## src/rtl/win_ptr_ctl.sv

```systemverilog
module win_ptr_ctl #(
  parameter int NWIN = 8
) (
  input  logic        clk,
  input  logic        rst_n,
  input  logic        op_valid,
  input  logic [1:0]  op_sel,
  input  logic [31:0] op_wdata,
  input  logic        mask_we,
  input  logic [31:0] mask_wdata,
  output logic [31:0] mask_o,
  output logic [4:0]  cwp_o,
  output logic [31:0] status_o,
  output logic        trap_valid,
  output logic [1:0]  trap_code
);
  localparam logic [4:0] LASTW = 5'(NWIN - 1);
  localparam logic [5:0] NW6   = 6'(NWIN);

  localparam logic [1:0] OP_DN = 2'b00, OP_UP = 2'b01, OP_RET = 2'b10, OP_WR = 2'b11;
  localparam logic [1:0] TC_OVF = 2'b01, TC_UNF = 2'b10, TC_ILL = 2'b11;

  logic [31:0] mask_q;
  logic [4:0]  cwp_q, cwp_d;
  logic [3:0]  cc_q, cc_d, pil_q, pil_d;
  logic        ef_q, ef_d, s_q, s_d, ps_q, ps_d, et_q, et_d;
  logic        tv_d;
  logic [1:0]  tc_d;

  logic [4:0] cwp_dn, cwp_up;
  assign cwp_dn = (cwp_q == 5'd0) ? LASTW : cwp_q - 5'd1;
  assign cwp_up = (cwp_q == LASTW) ? 5'd0 : cwp_q + 5'd1;

  logic unused_bits;
  assign unused_bits = ^{op_wdata[31:24], op_wdata[19:13]};

  always_comb begin
    cwp_d = cwp_q; cc_d = cc_q; pil_d = pil_q;
    ef_d = ef_q; s_d = s_q; ps_d = ps_q; et_d = et_q;
    tv_d = 1'b0; tc_d = 2'b00;
    if (op_valid) begin
      case (op_sel)
        OP_DN: begin
          if (mask_q[cwp_dn]) begin tv_d = 1'b1; tc_d = TC_OVF; end
          else cwp_d = cwp_dn;
        end
        OP_UP: begin
          if (mask_q[cwp_up]) begin tv_d = 1'b1; tc_d = TC_UNF; end
          else cwp_d = cwp_up;
        end
        OP_RET: begin
          if (et_q) begin tv_d = 1'b1; tc_d = TC_ILL; end
          else if (mask_q[cwp_up]) begin tv_d = 1'b1; tc_d = TC_UNF; end
          else begin
            et_d  = 1'b1;
            cwp_d = cwp_up;
            s_d   = ps_q;
          end
        end
        default: begin
          if ({1'b0, op_wdata[4:0]} >= NW6) begin tv_d = 1'b1; tc_d = TC_ILL; end
          else begin
            cc_d  = op_wdata[23:20];
            ef_d  = op_wdata[12];
            pil_d = op_wdata[11:8];
            s_d   = op_wdata[7];
            ps_d  = op_wdata[6];
            et_d  = op_wdata[5];
            cwp_d = op_wdata[4:0];
          end
        end
      endcase
    end
  end

  always_ff @(posedge clk) begin
    if (!rst_n) begin
      mask_q <= '0; cwp_q <= '0; cc_q <= '0; pil_q <= '0;
      ef_q <= 1'b0; s_q <= 1'b1; ps_q <= 1'b0; et_q <= 1'b0;
      trap_valid <= 1'b0; trap_code <= 2'b00;
    end else begin
      if (mask_we) mask_q <= mask_wdata;
      cwp_q <= cwp_d; cc_q <= cc_d; pil_q <= pil_d;
      ef_q <= ef_d; s_q <= s_d; ps_q <= ps_d; et_q <= et_d;
      trap_valid <= tv_d; trap_code <= tc_d;
    end
  end

  assign mask_o   = mask_q;
  assign cwp_o    = cwp_q;
  assign status_o = {8'h00, cc_q, 7'h00, ef_q, pil_q, s_q, ps_q, et_q, cwp_q};
endmodule

```

## config.mk

```make
export PLATFORM = sky130hd
export DESIGN_NAME = win_ptr_ctl
export DESIGN_NICKNAME = d
export VERILOG_FILES = /design/src/rtl/win_ptr_ctl.sv
export SDC_FILE = /design/constraint.sdc
export NUM_CORES = 1
export LEC_CHECK = 0
export BUFFER_PORTS_ARGS = -buffer_cell sky130_fd_sc_hd__buf_4
export CAP_MARGIN = 20
export CORE_MARGIN = 8
export CORE_UTILIZATION = 45
export CTS_CLUSTER_SIZE = 16
export DETAILED_ROUTE_END_ITERATION = 12
export PLACE_DENSITY = 0.81
export SLEW_MARGIN = 20
export SYNTH_ARGS = -nofsm -noshare
export SYNTH_HDL_FRONTEND = slang
export SYNTH_SLANG_ARGS = --single-unit
```

## constraint.sdc

```tcl
create_clock -name clk -period 8.85 [get_ports clk]
set_input_delay 1.77 -clock clk [delete_from_list [all_inputs] [get_ports clk]]
set_output_delay 1.77 -clock clk [all_outputs]
set_load 0.01 [all_outputs]
```

==> key figures <==
CTS
  – Clock transition at path regs: around 0.1 ns
  – Clock root cell: clkbuf_8
  – CTS Sinks: between 50 and 60
  – H-Tree Depth: 2
  – PostCTS Resize Cnt: 0
  – Clock Latency Late Sink: 0.31 ns
  – CTS buffer count: 5
  – TritonCTS clock tree: built
  – Deepest clock path buffer count: 2
  – Post-CTS setup buffer count: 0
  – # hold bufs at CTS: 0

Logic synthesis
  – Leading area contributor after synthesis: dfxtp_1
  – Main synth FF type: dfxtp_1
  – Syn avg cell area: roughly 8.5 sq um
  – Top cells by area, synth: dfxtp_1 (29%), mux2i_1 (15%), nor2b_1 (6.0%)
  – Syn. warnings: 0
  – Netlist cell types: 62
  – FFs w/ async S/R, synth: 0
  – Cells after Synth: between 400 and 500
  – Mapped cell area: between 3000 and 4000 sq um
  – Post-synth EDFFs: 0
  – Synth top area share: 0.291
  – Register area share after synthesis: 0.291
  – Number of synthesized register bits: 52

Timing
  – Setup TNS: 0 ns
  – Hold Fails Final Rpt: 0
  – Worst hold slack: 0.472 ns
  – Slew HR: 0.353
  – Slew Limit Fails: 0
  – RSZ-0062 raised after global routing: false
  – Clock period minus worst slack: about 3.6 ns
  – Fmax: between 200 and 300 MHz
  – Clk_skew: 0.00236 ns
  – Worst slew pin tran: around 0.97 ns
  – Setup violators final: 0
  – Ratio of final minimum period to clock period: 0.411

Cells and area
  – Layout cells sized above 1: 0.277
  – Diodes inserted: 0
  – Final nets: 577
  – Non-Filler Instances: 603
  – Layout overhead on the synthesized area: 23.8%

Floorplan
  – CORE AREA: 7730 sq um
  – I/O Pins: 142
  – Initial Utilization: 0.462
  – Die Width: 105 um
  – Die height: between 100 and 150 um
  – Row count: 32
  – Die area: 11,000 sq um

Global routing
  – First-pass GRT wire length: ~16,000 um
  – Total global routing overflow: 0
  – Initial antenna violation count: 0
  – Largest net degree at the start of global routing: 54
  – GRT Util Overall: 0.176
  – Vias in the first global route: 3,300

Worst setup path
  – Worst setup path class: reg2reg
  – Top delay family on crit path: compound AO/OA/AOI/OAI gates
  – Worst Path Max Fanout: 31
  – Crit-path cells: buf_4 -> inv_1 -> ha_1 -> nand2b_1 -> a21oi_1 -> a211oi_1 -> o32ai_1 -> a311oi_2 -> mux2_2 -> nand2_1 -> nand4_1
  – Critical Path Max Stage Delay: between 0.7 and 0.8 ns
  – Element type at the critical path end: flop
  – Setup crit start kind: flop
  – Critical Path RT: 9.03 ns
  – Bufs and invs on worst path: 2
  – Worst EP arrival: about 3.8 ns
  – CP max stage cell: ha_1

Power and ir drop
  – Power Dens Cells: around 170 nW/um^2
  – Leakage: a little under 0.002 uW
  – Peak supply drop: about 0.092 mV

Drt
  – Pre-antenna DRT Iters: 6
  – DRC: 0
  – DR vias: approximately 3.4k
  – Final wirelength: 10,200 um
  – Via density: around 5.6
  – Post-route ant nets: 0
  – WL/cell: about 17 um
  – Initial DRC count: between 300 and 400

Place
  – Hpwl dp: around 7800 um
  – Placer Congestion: about 0.9
  – # port buffers: ~110
  – Placed Cells: between 500 and 600

Outcome
  – Status: finished clean

Flow run
  – Max-cap viol count: 0

Worst hold path
  – HP Class: reg2reg
-- routing by layer --
layer,vias up,wire length [um],track usage
met1,1578,4230,0.219
met2,161,4980,0.292
met4,0,188,0.0591
met5,-,0,0
met3,17,768,0.0430
li1,1615,-,-
-- sequential cells by signal, summed over array words and instances (netlist names) --
register    count
pil_q           4
cwp_o           5
trap_code       2
mask_o         32
ps_q            1
trap_valid      1
et_q            1
ef_q            1
s_q             1
cc_q            4
-- synth_stat cells, types with 8 or more instances --
| library cell | n |
|---|---|
| a21boi_0 | 10 |
| a21oi_1 | 13 |
| buf_2 | 12 |
| buf_4 | 24 |
| clkbuf_1 | 16 |
| dfxtp_1 | 52 |
| inv_1 | 10 |
| mux2_2 | 8 |
| mux2i_1 | 55 |
| nand2_1 | 46 |
| nand3_1 | 9 |
| nor2_1 | 17 |
| nor2b_1 | 34 |
| o21ai_0 | 15 |
-- worst register-to-register path, cell delays in order, from the launching register on --
cell,delay [ns]
dfxtp_1,0.32
buf_4,0.33
inv_1,0.26
ha_1,0.73
nand2b_1,0.31
a21oi_1,0.10
a211oi_1,0.28
o32ai_1,0.15
a311oi_2,0.46
mux2_2,0.40
nand2_1,0.08
nand4_1,0.08
-- power breakdown --
group	total (uW)	switching (uW)	internal [uW]	leakage, uW
sequential	269	21.2	248	0.000427
combinational	289	158	131	0.00147
clock	182	82.3	99.9	0.0000645
total	741	262	479	0.00196
-- logic make-up after synthesis --
logic type               Yosys count  synth area share
XOR/XNOR                           5            0.0123
flip-flops                        52             0.291
adder cells (fa/ha/maj)            7            0.0245
multiplexers                      66             0.198
other                              1           0.00105
AO/OA/AOI/OAI                     82             0.167
AND/OR/NAND/NOR                  144             0.211
buffers and inverters             62            0.0945
-- stage by stage --
stage	power (uW)	instance area (sq um)	worst slack, ns	util
3_3_place_gp	552	4290	5.23	0.556
6_report	741	4420	5.21	0.572
2_1_floorplan	478	3630	5.55	-
5_1_grt	778	4420	5.01	0.572
3_5_place_dp	558	4290	5.17	0.556
4_1_cts	739	4420	5.13	0.572
-- cells in the final DEF, fill, tap and decap left out, types with 4 or more instances in the layout --
cell type and n:
nor3b_1 4, nand4_1 6, conb_1 15, o211ai_1 5, dfxtp_1 52, nor2b_1 34, nand3_1 9, nor2_1 17
clkbuf_8 7, buf_4 112, inv_1 10, nor3_1 5, o22ai_1 4, nand2_1 46, xnor2_1 4, a21oi_1 13
o21ai_0 15, ha_1 6, nand2b_1 5, mux2_2 8, and2_1 5, mux2i_1 55, a21boi_0 10
-- area by class of cell --
| type | instances | area (sq um) |
|---|---|---|
| clock buffers | 7 | 96.3 |
| clock inverters | 1 | 30.0 |
| fillers | 720 | 3300 |
| inverters | 10 | 37.5 |
| multi-input cells | 319 | 2250 |
| flip-flops and latches | 52 | 1040 |
| well taps | 102 | 128 |
| repair buffers | 112 | 841 |
-- final timing paths --
path | start | endpoint | slack, ns | cells past startpoint
setup reg to reg | cwp_o[0]$_SDFFE_PN0P_ | s_q$_SDFFE_PN1P_ | 5.21 | 11
hold reg to reg | cc_q[2]$_SDFFE_PN0P_ | cc_q[2]$_SDFFE_PN0P_ | 0.47 | 2
setup / recovery | cwp_o[0]$_SDFFE_PN0P_ | s_q$_SDFFE_PN1P_ | 5.21 | 11
hold / removal | cc_q[2]$_SDFFE_PN0P_ | cc_q[2]$_SDFFE_PN0P_ | 0.47 | 2
(Power assumes the default switching activity.)
